[config.mk]
export PLATFORM = sky130hd
export DESIGN_NAME = tlb_victim_sel
export DESIGN_NICKNAME = d
export VERILOG_FILES = /design/src/rtl/tvs_pkg.sv /design/src/rtl/tvs_lowest_set.sv /design/src/rtl/tvs_rr_scan.sv /design/src/rtl/tvs_ptr_reg.sv /design/src/rtl/tlb_victim_sel.sv
export SDC_FILE = /design/constraint.sdc
export NUM_CORES = 1
export LEC_CHECK = 0
export BUFFER_PORTS_ARGS = -buffer_cell sky130_fd_sc_hd__buf_2
export CELL_PAD_IN_SITES_DETAIL_PLACEMENT = 1
export CELL_PAD_IN_SITES_GLOBAL_PLACEMENT = 2
export CORE_MARGIN = 2
export CORE_UTILIZATION = 28
export CTS_CLUSTER_DIAMETER = 80
export DETAILED_ROUTE_END_ITERATION = 7
export PLACE_DENSITY_LB_ADDON = 0.1
export SLEW_MARGIN = 0
export SYNTH_ARGS = -nofsm -noshare
export SYNTH_HDL_FRONTEND = slang
export SYNTH_HIERARCHICAL = 1
export SYNTH_SLANG_ARGS = --single-unit
[constraint.sdc]
create_clock -name clk_i -period 4.17 [get_ports clk_i]
set_input_delay 0.2085 -clock clk_i [delete_from_list [all_inputs] [get_ports clk_i]]
set_output_delay 0.2085 -clock clk_i [all_outputs]
set_load 0.01 [all_outputs]
[src/rtl/tvs_pkg.sv]
package tvs_pkg;
   // Which rule produced the victim this cycle.
   typedef enum logic [1:0] {
      PICK_FORCE    = 2'd0,
      PICK_FREE     = 2'd1,
      PICK_SCAN     = 2'd2,
      PICK_FALLBACK = 2'd3
   } pick_src_e;
endpackage

[src/rtl/tvs_lowest_set.sv]
// Priority encoder: position of the lowest set bit.
module tvs_lowest_set #(
   parameter  int W  = 16,
   localparam int IW = (W > 1) ? $clog2(W) : 1
) (
   input  logic [W-1:0]  vec_i,
   output logic          found_o,
   output logic [IW-1:0] idx_o
);
   always_comb begin
      found_o = |vec_i;
      idx_o   = '0;
      for (int i = W - 1; i >= 0; i--) begin
         if (vec_i[i]) idx_o = IW'(i);
      end
   end
endmodule

[src/rtl/tvs_rr_scan.sv]
// Rotating priority search: first unlocked slot after the pointer,
// wrapping, with the pointer's own slot excluded.
module tvs_rr_scan #(
   parameter  int N  = 16,
   localparam int IW = $clog2(N)
) (
   input  logic [IW-1:0] ptr_i,
   input  logic [N-1:0]  locked_i,
   output logic          found_o,
   output logic [IW-1:0] idx_o
);
   localparam bit IS_POW2 = ((N & (N - 1)) == 0);

   logic [IW-1:0]  start;
   logic [N-1:0]   eligible;
   logic [2*N-1:0] doubled;
   logic [N-1:0]   rotated;
   logic [IW-1:0]  offset;
   logic [IW:0]    sum;

   assign start    = (ptr_i == IW'(N - 1)) ? '0 : ptr_i + 1'b1;
   assign eligible = ~locked_i & ~(N'(1) << ptr_i);
   assign doubled  = {eligible, eligible} >> start;
   assign rotated  = doubled[N-1:0];

   tvs_lowest_set #(.W(N)) u_enc (
      .vec_i   (rotated),
      .found_o (found_o),
      .idx_o   (offset)
   );

   assign sum = {1'b0, start} + {1'b0, offset};

   generate
      if (IS_POW2) begin : g_wrap_free
         assign idx_o = sum[IW-1:0];
      end else begin : g_wrap_sub
         assign idx_o = (sum >= (IW+1)'(N)) ? IW'(sum - (IW+1)'(N)) : sum[IW-1:0];
      end
   endgenerate
endmodule

[src/rtl/tvs_ptr_reg.sv]
// Last-replaced pointer register.
module tvs_ptr_reg #(
   parameter  int N  = 16,
   localparam int IW = $clog2(N)
) (
   input  logic          clk_i,
   input  logic          rst_i,
   input  logic          upd_i,
   input  logic [IW-1:0] nxt_i,
   output logic [IW-1:0] ptr_o
);
   always_ff @(posedge clk_i) begin
      if (rst_i)      ptr_o <= IW'(N - 1);
      else if (upd_i) ptr_o <= nxt_i;
   end
endmodule

[src/rtl/tlb_victim_sel.sv]
module tlb_victim_sel
   import tvs_pkg::*;
#(
   parameter  int N_SLOTS = 16,
   localparam int IDX_W   = $clog2(N_SLOTS)
) (
   input  logic               clk_i,
   input  logic               rst_i,
   input  logic               insert_i,
   input  logic [N_SLOTS-1:0] slot_valid_i,
   input  logic [N_SLOTS-1:0] slot_locked_i,
   input  logic               force_en_i,
   input  logic [IDX_W-1:0]   force_idx_i,
   output logic [IDX_W-1:0]   victim_idx_o,
   output logic [IDX_W-1:0]   last_ptr_o
);
   generate
      if (N_SLOTS < 2) begin : g_bad_size
         $error("tlb_victim_sel: N_SLOTS must be at least 2");
      end
   endgenerate

   logic             free_found, scan_found, ptr_upd;
   logic [IDX_W-1:0] free_idx, scan_idx;
   pick_src_e        src;

   tvs_lowest_set #(.W(N_SLOTS)) u_free (
      .vec_i   (~slot_valid_i),
      .found_o (free_found),
      .idx_o   (free_idx)
   );

   tvs_rr_scan #(.N(N_SLOTS)) u_scan (
      .ptr_i    (last_ptr_o),
      .locked_i (slot_locked_i),
      .found_o  (scan_found),
      .idx_o    (scan_idx)
   );

   always_comb begin
      if (force_en_i) begin
         src          = PICK_FORCE;
         victim_idx_o = force_idx_i;
      end else if (free_found) begin
         src          = PICK_FREE;
         victim_idx_o = free_idx;
      end else if (scan_found) begin
         src          = PICK_SCAN;
         victim_idx_o = scan_idx;
      end else begin
         src          = PICK_FALLBACK;
         victim_idx_o = IDX_W'(N_SLOTS - 1);
      end
   end

   assign ptr_upd = insert_i && (src == PICK_SCAN);

   tvs_ptr_reg #(.N(N_SLOTS)) u_ptr (
      .clk_i (clk_i),
      .rst_i (rst_i),
      .upd_i (ptr_upd),
      .nxt_i (victim_idx_o),
      .ptr_o (last_ptr_o)
   );
endmodule

**After elaboration in Yosys (flattened, before gate mapping)**

Index checks and enable logic that the tools add are counted.

- Register bits: 4
- Latch bits: 0
- Memory bits (writable): 0
- Memory bits (read-only): 0
- Input port bits: 40
- Output and inout port bits: 8
- Word-level logic and storage cells: 53
- Memories: 0

- Add/subtract/negate cells: 2
- $mul: 0
- Divide/modulo/power cells: 0
- Magnitude comparators: 0
- Eq/ne operators: 2
- Shifts and indexed selects: 2
- Mux-type cells: 39
- Bitwise operators: 4
- Reduce and logical (&&, ||, !) cells: 3

Operators with widths:

| kind | count |
|---|---|
| $mux W4 | 36 |
| $not A16 Y16 | 3 |
| $reduce_or A16 Y1 | 2 |
| $shr A32 B4 Y16 | 1 |
| $and A16 B16 Y16 | 1 |
| $shl A1 B4 Y16 const A | 1 |
| $add A4 B1 Y4 const B | 1 |
| $add A4 B4 Y4 | 1 |
| $eq A4 B4 Y1 const B | 1 |
| $mux W2 | 2 |
| $eq A2 B2 Y1 const B | 1 |
| $logic_and A1 B1 Y1 | 1 |
| $mux W1 | 1 |

**Depth between registers and ports, before layout**

Gate-level depths: netlist (run 1).

- Depth after elaboration: 24
- Mapped depth: 21
- Mapped depth without buffers: 18

**Cells and area by module**

The synthesis (run 1) kept the hierarchy.

By module, submodules not included:

| module | times used | cells each | area each (sq um) | sequential area each (sq um) |
|---|---|---|---|---|
| tvs_rr_scan | 1 | 224 | 1632.8 | 0.0 |
| tvs_lowest_set | 2 | 34 | 176.4 | 0.0 |
| tlb_victim_sel | 1 | 34 | 177.7 | 0.0 |
| tvs_ptr_reg | 1 | 12 | 140.1 | 80.1 |

**Worst setup path after synthesis (run 1)**

No wires, ideal clock.

- Path type: register -> register
- Start: register u_ptr.ptr_o[2]
- End: register u_ptr.ptr_o[2]
- Setup time: 59 ps
- Data arrival time: 4411 ps
- Data required time: 4111 ps
- Slack: -300 ps
- Cell stages (with the launch flop): 21
- Path buffers: 3
- Period minus slack after synthesis: 4470 ps
- Cell sequence: dfxtp_1 > buf_4 > inv_1 > ha_1 > a31oi_2 > buf_2 > buf_4 > nand2_1 > nand3_1 > nand2_1 > a221oi_1 > a21oi_1 > o311a_1 > o22ai_1 > nand2_1 > fa_1 > xnor2_1 > xnor2_1 > nor3b_1 > o31ai_1 > a211o_1

- Elaborated cells between the ends (all ways): 33
- Those cells by class: 2 x add/sub; 2 x eq/ne; 2 x shift; 23 x mux; 2 x bitwise; 2 x reduce/logical

RTL lines:

| what | RTL line | text |
|---|---|---|
| start: declaration | tvs_ptr_reg.sv:10 | `output logic [IW-1:0] ptr_o` |
| start signal: assignment | tvs_ptr_reg.sv:13 | `if (rst_i) ptr_o <= IW'(N - 1);` |
| start signal: assignment | tvs_ptr_reg.sv:14 | `else if (upd_i) ptr_o <= nxt_i;` |
| parallel branches: the longest is 3 deep, another holds $add A4 B1 Y4 | - |  |
| $shr A32 B4 Y16 (*) | tvs_rr_scan.sv:23 | `assign doubled = {eligible, eligible} >> start;` |
| net u_scan.doubled[13] | tvs_rr_scan.sv:16 | `logic [2*N-1:0] doubled;` |
| $mux W4 (*) (14 in a row) | tvs_lowest_set.sv:14 | `if (vec_i[i]) idx_o = IW'(i);` |
| net u_scan.offset[0] | tvs_rr_scan.sv:18 | `logic [IW-1:0] offset;` |
| $add A4 B4 Y4 (*) | tvs_rr_scan.sv:32 | `assign sum = {1'b0, start} + {1'b0, offset};` |
| net scan_idx[2] | tlb_victim_sel.sv:24 | `logic [IDX_W-1:0] free_idx, scan_idx;` |
| $mux W4 (*) | tlb_victim_sel.sv:47 | `end else if (scan_found) begin` |
| $mux W4 (*) | tlb_victim_sel.sv:44 | `end else if (free_found) begin` |
| $mux W4 (*) | tlb_victim_sel.sv:41 | `if (force_en_i) begin` |
| net victim_idx_o[2] | tlb_victim_sel.sv:14 | `output logic [IDX_W-1:0] victim_idx_o,` |

Mark *: on every way through the listed nets, which the timed path passes.
A chain may end at the register's enable or synchronous reset.

**Worst setup path in the final report (run 1)**

- Start: register u_ptr.ptr_o[0]
- End: output victim_idx_o[2]

- Elaborated cells between the ends (all ways): 28
- Those cells by class: 2 x add/sub; 1 x eq/ne; 2 x shift; 20 x mux; 2 x bitwise; 1 x reduce/logical

RTL lines:

| what | RTL line |
|---|---|
| parallel branches: the longest is 3 deep, another holds $add A4 B1 Y4 | - |
| $shr A32 B4 Y16 (*) | tvs_rr_scan.sv:23 |
| net u_scan.doubled[7] | tvs_rr_scan.sv:16 |
| $mux W4 (*) (8 in a row) | tvs_lowest_set.sv:14 |
| net u_scan.offset[1] | tvs_rr_scan.sv:18 |
| $add A4 B4 Y4 (*) | tvs_rr_scan.sv:32 |
| net scan_idx[2] | tlb_victim_sel.sv:24 |
| $mux W4 (*) | tlb_victim_sel.sv:47 |
| $mux W4 (*) | tlb_victim_sel.sv:44 |
| $mux W4 (*) | tlb_victim_sel.sv:41 |
| end: declaration | tlb_victim_sel.sv:14 |

Marks and branches as above.

==> flow_summary.ini, run 1 <==
[run_status]
status = finished, violations left
violations = setup timing

[worst_setup_path]
setup.worst_path.start = u_ptr/ptr_o[0]$_SDFFE_PP1P_
r2r-start = u_ptr/ptr_o[0]$_SDFFE_PP1P_
cp_slowest_cell = fa_2
cp-start-kind = flip-flop
crit_fanout = 5
setup.worst_path.end_class = output pin
required_ps = 3960
cp_num_buf_inv = 5
cp_slowest_stage_delay_ps = 410
timing.critical_path.cells = ha_4 > ha_4 > a31o_2 > buf_4 > nand3b_1 > buf_4 > a211oi_2 > nor4_4 > o221ai_2 > buf_4 > nor2_1 > a31oi_2 > inv_1 > fa_2 > xnor2_2 > xnor2_1 > nor3b_2 > o31ai_2 > buf_2
cpMostUsedCell = buf_4
r2r_slack_ps = -250
worstPathArrival_ps = 4350
cpLargestDelayFamily = compound AO/OA/AOI/OAI gates
crit_type = reg -> out

[power_and_ir_drop]
irDropWorstVdd_mv = 0.0672
power.total_mw = 0.311
p_leak_nw = 1.77
p_per_area_nw_per_um2 = 73.3

[clock_network]
clk_path_buf_depth = 2
cts_tree = yes
clkLatencyLatePin_ps = 220
numCtsBuffers = 3
h-tree-depth = 1
cts_hold_buf = 0
root_buffer = clkbuf_8
clk_pin_slew_worst_paths_ps = 30
cts.sinks = 4

[die]
rows = 33
die_area_um2 = 8970
core_um2 = 8090
initial_core_util_pct = 28.5
io_pins = 48
die_w_um = 94.7
die_y_um = 94.7

[layout]
final_cell_mix = 102 x buf_4, 47 x buf_2, 34 x nand2_1
area_growth_pct = 83.9
layout-drive-gt1-share_pct = 58.6
layout.nets = 534
n_antenna_cell = 0
largest_register_ffs = 4
final_common_cell = buf_4
fill_cells = 1010
stdcell_count = 590
top_regs = u_ptr/ptr_o (4)
regMostFlops = u_ptr/ptr_o
final_area_um2 = 4240

[timing]
slew_headroom_pct = 65.5
whs_ps = 263
fin_skew_ps = 5.62
finalHoldViolCount = 0
maxSlewViolCount = 0
fmax_mhz = 219
tightest_slew_ps = 513
fin_crit_ps = 4560
rsz0062_at_grt = true
setup_violations = 8
layout_setup_ws_ps = -391
fin_crit_sh_pct = 109

[placement]
dp_cells = 556
placed_area_um2 = 3290
dp_slack_ps = -456
port-buffer-count = 47
place.gp.congestion = 0.879
dp_hpwl_um = 8460

[grt]
first_global_vias = 3317
globalRouteTotalUtil_pct = 23.7
grt_first_pass_wirelength_um = 16900
grt.overflow.total = 0
antenna_found_initial = 0
grt_start_max_net_pins = 15

[synthesis]
synth_top_flop_cell = dfxtp_1
synth_cell_types = 57
yosysWarnings = 6
syn-num-nets = 386
synth-seq-cells = 4
synth-async-reset-ratio_pct = 0
seq_area_frac_synth_pct = 3.48
avgSynthCellArea_um2 = 6.81
synth_edf_count = 0
syn_area_um2 = 2300
syn_inst = 338

[min_path]
hold_class = in -> reg
hp-start = rst_i

[detailed_routing]
viasPerCell = 5.72
drt_first_pass_iters = 4
wire_per_inst_um = 20.2
wl_um = 11900
detail-route-antenna-nets = 0
drtIter0Drc = 143
drc = 0
vias = 3373

[run]
cap_violations = 0
[cells by family (layout without fill, tap and decap cells)]
kind of cell	count (synthesis)	count (layout)	synth area share, %
AOI/OAI and AO/OA	128	129	43.6
xor gates and xnor gates	5	5	1.90
buffers and inverters	55	201	11.7
muxes	5	5	2.88
and+or+nand+nor	133	133	31.8
adders and majority gates	8	8	4.67
DFF	4	4	3.48
[power breakdown]
part / internal, mW / switching, mW / total [mW] / leakage (nW)
clock network: 0.0656 / 0.0237 / 0.0893 / 0.0228
logic: 0.0890 / 0.0952 / 0.184 / 1.72
registers: 0.0372 / 0.000000444 / 0.0372 / 0.0311
[Yosys cell counts (4+ instances only)]
| cell type | n | share of area [%] |
|---|---|---|
| nand2_1 | 39 | 6.4 |
| inv_1 | 30 | 4.9 |
| a211o_1 | 22 | 8.4 |
| nor2_1 | 20 | 3.3 |
| a21oi_1 | 19 | 4.1 |
| nand3_1 | 19 | 4.1 |
| a211oi_1 | 17 | 5.5 |
| nor4_1 | 13 | 3.5 |
| buf_2 | 11 | 2.4 |
| o22ai_1 | 10 | 2.7 |
| o31ai_1 | 10 | 3.3 |
| nor2b_1 | 9 | 2.4 |
| o21ai_0 | 8 | 1.7 |
| buf_4 | 7 | 2.3 |
| ha_1 | 7 | 3.8 |
| a31oi_1 | 6 | 1.6 |
| nand3b_1 | 6 | 2.0 |
| nor4_2 | 6 | 3.3 |
| xnor2_1 | 5 | 1.9 |
| dfxtp_1 | 4 | 3.5 |
| nor3b_1 | 4 | 1.3 |
| o221ai_1 | 4 | 1.5 |
| or3b_2 | 4 | 1.5 |
[repair_timing]
action	CTS	global route
setup buffers	13	18
pin swaps	26	32
resized for setup	51	77
endpoints found under the setup margin	8	8
gates cloned	0	2
[layout make-up]
type | count | area [um^2] | area share (%)
Inverter | 31 | 116 | 2.75
Sequential cell | 4 | 90.1 | 2.13
Timing Repair Buffer | 166 | 1260 | 29.8
Clock buffer | 4 | 45.0 | 1.06
Tap cell | 105 | 131 | 3.10
Multi-Input combinational cell | 280 | 2590 | 61.2
[per-stage QoR]
step / setup TNS, ps / utilization [%]
global placement: -1870 / 40.6
finish: -1520 / 52.3
floorplan: 0 / -
CTS: -1130 / 45.4
detailed placement: -2100 / 40.6
global route: -3080 / 52.3
[metal layers]
| metal | vias up | track usage (%) | part of all wire (%) |
|---|---|---|---|
| met5 | - | 0 | 0 |
| met4 | 0 | 4.71 | 2.1 |
| met3 | 26 | 1.92 | 3.0 |
| met2 | 80 | 41.2 | 50 |
| met1 | 1663 | 32.2 | 45 |
| li1 | 1604 | - | - |
[path summary, 6_finish.rpt]
| check | end | cells past startpoint |
|---|---|---|
| max | victim_idx_o[2] | 19 |
| min reg2reg | u_ptr/ptr_o[2]$_SDFFE_PP1P_ | 3 |
| min | u_ptr/ptr_o[1]$_SDFFE_PP1P_ | 2 |
| max reg2reg | u_ptr/ptr_o[2]$_SDFFE_PP1P_ | 20 |
Note: power is estimated with default switching activity, not from simulation.
==> run 2: changes to the inputs <==
Settings changed: GPL_TIMING_DRIVEN set to 0, MAX_ROUTING_LAYER set to met4.
==> run 2 against run 1 <==
  * The run still ends with setup timing left
  * Power decreased by 9.6%
  * Clock skew about the same
  * Final area fell by 11%
  * Sequential power shrank 2%
  * Die area unchanged
  * Routed wire length fell by 10%
  * Via count is 7.5% lower
  * Register-to-register slack got worse by 70 ps
  * Highest routed layer unchanged
  * Utilization down 5.8 points
  * Sequential share of layout area grew 0.30 points
  * Fmax down 0.53%
==> flow_summary.ini, run 2 (synthesized netlist as in run 1, its figures left out) <==
[grt]
grt_first_pass_wirelength_um = 16800
antenna_found_initial = 0
grt_start_max_net_pins = 11
met2_usage_pct = 41.3
globalRouteMet1Util_pct = 31.8
grt.overflow.total = 0
first_global_vias = 3206
use_met3_pct = 2.23
globalRouteTotalUtil_pct = 24.5
top_usage_layer = met2

[worst_setup_path]
setup.worst_path.end_class = output pin
required_ps = 3960
worstPathArrival_ps = 4380
setup.worst_path.start = u_ptr/ptr_o[1]$_SDFFE_PP1P_
crit_type = reg -> out
r2r-start = u_ptr/ptr_o[1]$_SDFFE_PP1P_
r2r_slack_ps = -320
crit_fanout = 9
cp-start-kind = flip-flop

[clock_network]
cts_hold_buf = 0
h-tree-depth = 1
cts_tree = yes
clkLatencyLatePin_ps = 220
clk_path_buf_depth = 2
clk_pin_slew_worst_paths_ps = 40
root_buffer = clkbuf_8
numCtsBuffers = 3
cts.sinks = 4

[layout]
post-route-util_pct = 46.5
n_antenna_cell = 0
layout.nets = 482
regMostFlops = u_ptr/ptr_o
final_common_cell = buf_2
fill_cells = 998
area_growth_pct = 63.4
layout-drive-gt1-share_pct = 50.6
top_regs = u_ptr/ptr_o (4)
largest_register_ffs = 4
final_cell_mix = 50 x buf_2, 42 x buf_4, 37 x nand2_1

[timing]
rsz0062_at_grt = true
slew_headroom_pct = 58.5
fmax_mhz = 218
tightest_slew_ps = 623
fin_skew_ps = 5.18
layout_setup_ws_ps = -416
finalHoldViolCount = 0
maxSlewViolCount = 0
setup_violations = 6
fin_crit_sh_pct = 110
fin_crit_ps = 4590

[die]
core_um2 = 8090
die_y_um = 94.7
initial_core_util_pct = 28.5
die_area_um2 = 8970
rows = 33
io_pins = 48
die_w_um = 94.7

[power_and_ir_drop]
p_leak_nw = 1.52
power.total_mw = 0.281
irDropWorstVdd_mv = 0.0727
p_per_area_nw_per_um2 = 74.6

[detailed_routing]
viasPerCell = 5.80
drtIter0Drc = 147
drc = 0
drt_first_pass_iters = 4
wl_um = 10700
vias = 3119
detail-route-antenna-nets = 0
wire_per_inst_um = 19.8

[run_status]
status = finished, violations left
violations = setup timing

[placement]
dp_hpwl_um = 7660
place.gp.congestion = 0.927
port-buffer-count = 46

[min_path]
hp-start = rst_i
hold_class = in -> reg

[run]
cap_violations = 0
-- run 2: path summary, 6_finish.rpt --
check,to,depth (start not counted)
worst min-delay path,u_ptr/ptr_o[0]$_SDFFE_PP1P_,2
worst max-delay path,victim_idx_o[2],19
worst min register to register,u_ptr/ptr_o[0]$_SDFFE_PP1P_,2
worst max register to register,u_ptr/ptr_o[2]$_SDFFE_PP1P_,20
-- run 2: report_power, final --
| group | total, mW | switching, mW | leakage [nW] | internal, mW |
|---|---|---|---|---|
| Combinational | 0.155 | 0.0839 | 1.46 | 0.0710 |
| Clock | 0.0893 | 0.0237 | 0.0228 | 0.0656 |
| Sequential | 0.0366 | 0.000000466 | 0.0320 | 0.0366 |
| Total | 0.281 | 0.108 | 1.52 | 0.173 |
-- run 2: final cells by class --
type                       instances  area, um^2  share of cell area (%)
clock buffer                       4        45.0                    1.20
tap                              105         131                    3.49
buffer                            23         246                    6.55
timing repair buffer              92         592                    15.7
multi-input combinational        279        2540                    67.4
sequential                         4        91.3                    2.43
inverter                          31         120                    3.19
-- run 2: metal layers --
metal / share of wire (%) / vias to the layer above
met1: 45 / 1517
met5: 0 / -
met2: 49 / 84
met3: 3.5 / 20
li1: - / 1498
met4: 2.7 / 0
-- run 2: critical path, cell delays in order, from the launching register on --
cell and delay [ps]:
dfxtp_4 360, ha_4 180, buf_8 150, a31oi_4 350, buf_6 160, nand3b_1 190, buf_6 190, a211oi_4 300
a2111oi_4 60, a221oi_2 260, a21oi_1 70, o311a_1 380, o22ai_4 210, nand2_2 80, fa_2 380, xnor2_2 140
xnor2_1 150, nor3b_1 80, o31ai_2 270, buf_2 180
-- run 2: through the flow --
stage	cells	setup slack (ps)	cell area (um^2)	setup TNS [ps]	hold slack (ps)
after global routing	538	-575	3760	-2670	255
after floorplan	338	1.52	2350	0	306
after detailed placement	489	-801	2720	-4330	460
final	538	-416	3760	-1530	254
after global placement	489	-753	2720	-3970	452
after CTS	533	-227	3580	-894	242
-- run 2: what timing repair did --
item / 4_1_cts / 5_1_grt
cloned: 1 / 0
setup endpoints to repair: 8 / 8
buffers inserted: 40 / 5
hold endpoints to repair: 0 / 0
resized for setup: 106 / 28
pin swaps: 43 / 24
